<file path="src/rtl/svm_dwell_pkg.sv">
package svm_dwell_pkg;
  // strobes from control to datapath
  typedef struct packed {
    logic capture;  // latch reference and period
    logic publish;  // load result registers
  } dwellCtrl_t;

  localparam logic [2:0] SECTOR_RESET = 3'd3;
endpackage

</file>
<file path="src/rtl/svm_dwell_ctrl.sv">
module svm_dwell_ctrl
  import svm_dwell_pkg::*;
(
  input  logic       clk,
  input  logic       rstN,
  input  logic       periodStart,
  output dwellCtrl_t ctrl,
  output logic       validOut
);
  logic publishQ;

  always_ff @(posedge clk) begin
    if (!rstN) begin
      publishQ <= 1'b0;
      validOut <= 1'b0;
    end else begin
      publishQ <= periodStart;
      validOut <= publishQ;
    end
  end

  always_comb begin
    ctrl.capture = periodStart;
    ctrl.publish = publishQ;
  end
endmodule

</file>
<file path="src/rtl/svm_dwell_path.sv">
module svm_dwell_path
  import svm_dwell_pkg::*;
#(
  parameter int REF_W = 16,
  parameter int FRAC  = 14,
  parameter int CNT_W = 16
) (
  input  logic                    clk,
  input  logic                    rstN,
  input  dwellCtrl_t              ctrl,
  input  logic signed [REF_W-1:0] refIn,
  input  logic [CNT_W-1:0]        periodTicks,
  output logic [2:0]              sectorOut,
  output logic [CNT_W-1:0]        dwellX,
  output logic [CNT_W-1:0]        dwellY
);
  localparam int REM_W  = FRAC - 2;
  localparam int PROD_W = REM_W + CNT_W;
  localparam logic [REF_W-1:0] FULL_SCALE = REF_W'(1) << FRAC;

  // stage 1: sampled sign, magnitude and period
  logic             refNeg;
  logic [REF_W-1:0] refMag;
  logic [CNT_W-1:0] tsReg;
  logic [REF_W-1:0] magNext;

  assign magNext = refIn[REF_W-1] ? $unsigned(-refIn) : $unsigned(refIn);

  always_ff @(posedge clk) begin
    if (!rstN) begin
      refNeg <= 1'b0;
      refMag <= '0;
      tsReg  <= '0;
    end else if (ctrl.capture) begin
      refNeg <= refIn[REF_W-1];
      refMag <= magNext;
      tsReg  <= periodTicks;
    end
  end

  // stage 2: sector decode and dwell split
  logic             overRange;
  logic [1:0]       level;
  logic [REM_W-1:0] remain;
  logic [PROD_W-1:0] prod;
  logic [2:0]       sectorNext;
  logic [CNT_W-1:0] txNext;
  logic [CNT_W-1:0] tyNext;

  always_comb begin
    overRange = (refMag >= FULL_SCALE);
    level     = refMag[FRAC-1:FRAC-2];
    remain    = refMag[REM_W-1:0];
    prod      = {{CNT_W{1'b0}}, remain} * {{REM_W{1'b0}}, tsReg};
    if (overRange) begin
      sectorNext = refNeg ? 3'd7 : 3'd0;
      txNext     = tsReg;
    end else begin
      sectorNext = refNeg ? {1'b1, level} : {1'b0, ~level};
      txNext     = CNT_W'(prod >> REM_W);
    end
    tyNext = tsReg - txNext;
  end

  always_ff @(posedge clk) begin
    if (!rstN) begin
      sectorOut <= SECTOR_RESET;
      dwellX    <= '0;
      dwellY    <= '0;
    end else if (ctrl.publish) begin
      sectorOut <= sectorNext;
      dwellX    <= txNext;
      dwellY    <= tyNext;
    end
  end
endmodule

</file>
<file path="src/rtl/svm_dwell_calc.sv">
module svm_dwell_calc
  import svm_dwell_pkg::*;
#(
  parameter int REF_W = 16,
  parameter int FRAC  = 14,
  parameter int CNT_W = 16
) (
  input  logic                    clk,
  input  logic                    rstN,
  input  logic                    periodStart,
  input  logic signed [REF_W-1:0] refIn,
  input  logic [CNT_W-1:0]        periodTicks,
  output logic [2:0]              sectorOut,
  output logic [CNT_W-1:0]        dwellX,
  output logic [CNT_W-1:0]        dwellY,
  output logic                    dwellValid
);
  dwellCtrl_t ctrl;

  svm_dwell_ctrl i_ctrl (
    .clk        (clk),
    .rstN       (rstN),
    .periodStart(periodStart),
    .ctrl       (ctrl),
    .validOut   (dwellValid)
  );

  svm_dwell_path #(.REF_W(REF_W), .FRAC(FRAC), .CNT_W(CNT_W)) i_path (
    .clk        (clk),
    .rstN       (rstN),
    .ctrl       (ctrl),
    .refIn      (refIn),
    .periodTicks(periodTicks),
    .sectorOut  (sectorOut),
    .dwellX     (dwellX),
    .dwellY     (dwellY)
  );
endmodule

</file>
<file path="config.mk">
export PLATFORM = sky130hd
export DESIGN_NAME = svm_dwell_calc
export DESIGN_NICKNAME = d
export VERILOG_FILES = /design/src/rtl/svm_dwell_pkg.sv /design/src/rtl/svm_dwell_ctrl.sv /design/src/rtl/svm_dwell_path.sv /design/src/rtl/svm_dwell_calc.sv
export SDC_FILE = /design/constraint.sdc
export NUM_CORES = 1
export LEC_CHECK = 0
export BUFFER_PORTS_ARGS = -buffer_cell sky130_fd_sc_hd__buf_2
export CAP_MARGIN = 20
export CORE_ASPECT_RATIO = 1.75
export CORE_MARGIN = 5
export CORE_UTILIZATION = 30
export CTS_CLUSTER_DIAMETER = 40
export DETAILED_ROUTE_END_ITERATION = 12
export GPL_TIMING_DRIVEN = 1
export HOLD_SLACK_MARGIN = 0.15
export PLACE_DENSITY_LB_ADDON = 0.15
export SLEW_MARGIN = 20
export SYNTH_ARGS = -nofsm -noshare
export SYNTH_HDL_FRONTEND = slang
export SYNTH_SLANG_ARGS = --single-unit
</file>
<file path="constraint.sdc">
create_clock -name clk -period 9.2 [get_ports clk]
set_input_delay 2.76 -clock clk [delete_from_list [all_inputs] [get_ports clk]]
set_output_delay 2.76 -clock clk [all_outputs]
set_load 0.02 [all_outputs]
</file>
==> out/results.ini <==
[status]
status = finished clean

[grt]
first_global_vias = 8199
grt_pass1_wl_microns = 44050
grt_max_degree = 71
antenna_found_initial = 0
grt_overflow_total = 0
track_usage = 0.1542

[timing]
period_minus_slack_ns = 8.484
setup-tns-final_ns = 0
fmax_mhz = 117.9
setup_violations = 0
whs_ns = 0.4767
layout_setup_ws_ns = 0.7160
fin_worst_skew_ns = 0.01071
report.final.slew_viol_count = 0
max-slew-margin-rel = 0.3935
worstMarginPinSlew_ns = 0.9021
finalHoldViolations = 0
rsz0062_at_grt = false
min_period_over_period = 0.9222

[synth]
yosys.area.top_type = fa_1
synth_common_cells = 193 x nand2_1, 180 x inv_1, 140 x fa_1, 72 x ha_1, 70 x dfxtp_1
synth_cells = 1130
ys_top_cells_by_area = fa_1 29%, dfxtp_1 15%, ha_1 9.3%, nand2_1 7.5%, inv_1 7.0%
yosysMostFrequentCell = nand2_1
syn_nets = 1377
synth_top_area_share = 0.2901
synth-edff-count = 0
ys_seq_area_frac = 0.1451
synth_cell_types = 72
synthArstFlopShare = 0
synthesis.area_sq_mm = 0.009661
yosys_warnings = 0
ys_ff_latch = 70
synth.avg_cell_area_sq_um = 8.549
synth_ff_type = dfxtp_1

[clock_network]
cts_sinks = 70
clk_pin_slew_ns = 0.07
cts_resized = 0
cts-buffers-inserted = 9
cts_tree = done
cts_root_buf = clkbuf_16
cts.path.max_buffers = 2
cts-hold-fix-buffers = 0
cts_setup_buffers = 0
clk_latency_ns = 0.36
htreeDepth = 3

[critical_path]
cp.required_ns = 9.47
r2r-start = i_path.refMag[6]
slowest_delay_ns = 0.77
endpoint = i_path.dwellY[15]
rrSetupSlack_ns = 0.72
startpoint = i_path.refMag[6]
crit_fanout = 17
cp_common_cell = fa_1
start_kind = flip-flop
crit_path_end_kind = flip-flop
ff2ff_path_depth = 31
critPathKind = flip-flop to flip-flop
arrival_ns = 8.75
critPathSlowestCell = dfxtp_1
worstReg2RegEnd = i_path.dwellY[15]

[route]
routed-via-count = 7569
vias_per_cell = 4.824
wl_microns = 27090
drc = 0
wl_per_cell_microns = 17.26
drtAntennaViolNets = 0
firstDrtPassIters = 4
initialDrtViolationCount = 203

[placement]
dp_slack_ns = 0.6347
place_congestion = 0.8409
dp_hpwl_microns = 21980
portBuffers = 70
dp.cells = 1553

[run]
maxCapViolCount = 0

[power]
power_density_mw_per_mm2 = 126.4
comb_power_share = 0.449
leakage_nw = 5.435
intPower_mw = 0.7979
ir_drop_mv = 0.1407
p_clk_frac = 0.277
power_frac_seq = 0.274
p_sw_mw = 0.5567
swShare = 0.4110

[hold_path]
min_path_type = flip-flop to flip-flop

[floorplan]
rows = 87
chipWidth_microns = 145.7
initial_core_util = 0.3019
coreArea_sq_mm = 0.03200
io_pins = 71
die_area_sq_mm = 0.03603
die_h_microns = 247.4

[layout]
syn_to_final_growth_pct = 10.94
fin_cells = 1569
final_nets = 1411
postLayoutCoreUtil = 0.3349
layout-drive-gt1-share = 0.1121
diodes = 0

==> cell type report <==
class                           count  area [sq um]
Fill cell                        3437         21290
Inverter                          180         675.6
Sequential cell                    70          1403
Timing Repair Buffer               92         515.5
Multi-Input combinational cell    811          7316
Tap cell                          400         500.5
Clock buffer                       10         239.0
Clock inverter                      6         68.82
==> cell families (layout without fill, tap and decap cells) <==
group	count (synthesis)	in the layout	synth area share
compound gates	150	150	0.1176
mux	29	29	0.03018
flops	70	70	0.1451
simple gates	382	382	0.1916
buf+inv	249	288	0.09766
fa+ha+maj	213	213	0.3844
xor+xnor	37	37	0.03354
==> layer usage <==
metal	vias to the layer above	share of wire	track usage
li1	3642	-	-
met1	3792	0.39	0.1681
met2	110	0.57	0.3122
met3	25	0.020	0.01461
met4	0	0.018	0.04283
met5	-	0	0
==> stage by stage <==
stage / cell area (sq um) / power (mW)
6_report: 10720 / 1.355
5_1_grt: 10720 / 1.473
4_1_cts: 10720 / 1.388
3_5_place_dp: 10410 / 0.9937
3_3_place_gp: 10410 / 0.9971
2_1_floorplan: 9661 / 0.8164
==> worst max-delay path: cells and delay by family, from the launching register on <==
| kind | cells | cell delay, ns |
|---|---|---|
| compound gates | 11 | 2.30 |
| simple gates | 8 | 1.65 |
| flops | 1 | 0.77 |
| xor+xnor | 1 | 0.18 |
| fa+ha+maj | 7 | 3.26 |
| buf+inv | 4 | 0.24 |
==> flip-flops by register name, summed over array words and instances (netlist names) <==
signal	cells
i_ctrl.publishQ	1
i_ctrl.validOut	1
i_path.dwellX	16
i_path.dwellY	16
i_path.refMag	16
i_path.refNeg	1
i_path.sectorOut	3
i_path.tsReg	16
==> power groups by stage <==
stage	Clock (mW)	Combinational, mW	Sequential (mW)
3_3_place_gp	0	0.619	0.379
3_5_place_dp	0	0.615	0.379
2_1_floorplan	0	0.444	0.373
6_report	0.375	0.608	0.371
4_1_cts	0.394	0.623	0.372
5_1_grt	0.404	0.693	0.376
==> worst min-delay path by stage <==
stage,start,endpoint,depth (start not counted)
3_3_place_gp,i_path.dwellX[10],i_path.dwellX[10],1
4_1_cts,i_path.dwellX[1],i_path.dwellX[1],1
5_1_grt,i_path.dwellX[1],i_path.dwellX[1],1
6_report,i_path.dwellX[8],i_path.dwellX[8],1
2_1_floorplan,i_path.refMag[13],i_path.refMag[13],1
3_5_place_dp,i_path.dwellX[1],i_path.dwellX[1],1
==> layout by cell type (no fill, tap or decap), types with 4 or more instances in the layout <==
master	n
clkbuf_16	9
o211ai_1	7
xnor2_1	16
or2_2	6
o21a_1	6
or3_1	12
o211a_1	29
o21ai_0	21
fa_1	140
o31ai_1	5
and2_1	62
buf_4	22
nor2b_1	36
a21oi_1	33
buf_2	70
nor2_1	27
ha_1	72
a21o_1	7
nand2_1	193
nor3_1	11
dfxtp_1	69
mux2i_1	28
inv_1	180
xor2_1	21
nand3_1	10
and3_1	4
Note: power is estimated with default switching activity, not from simulation.
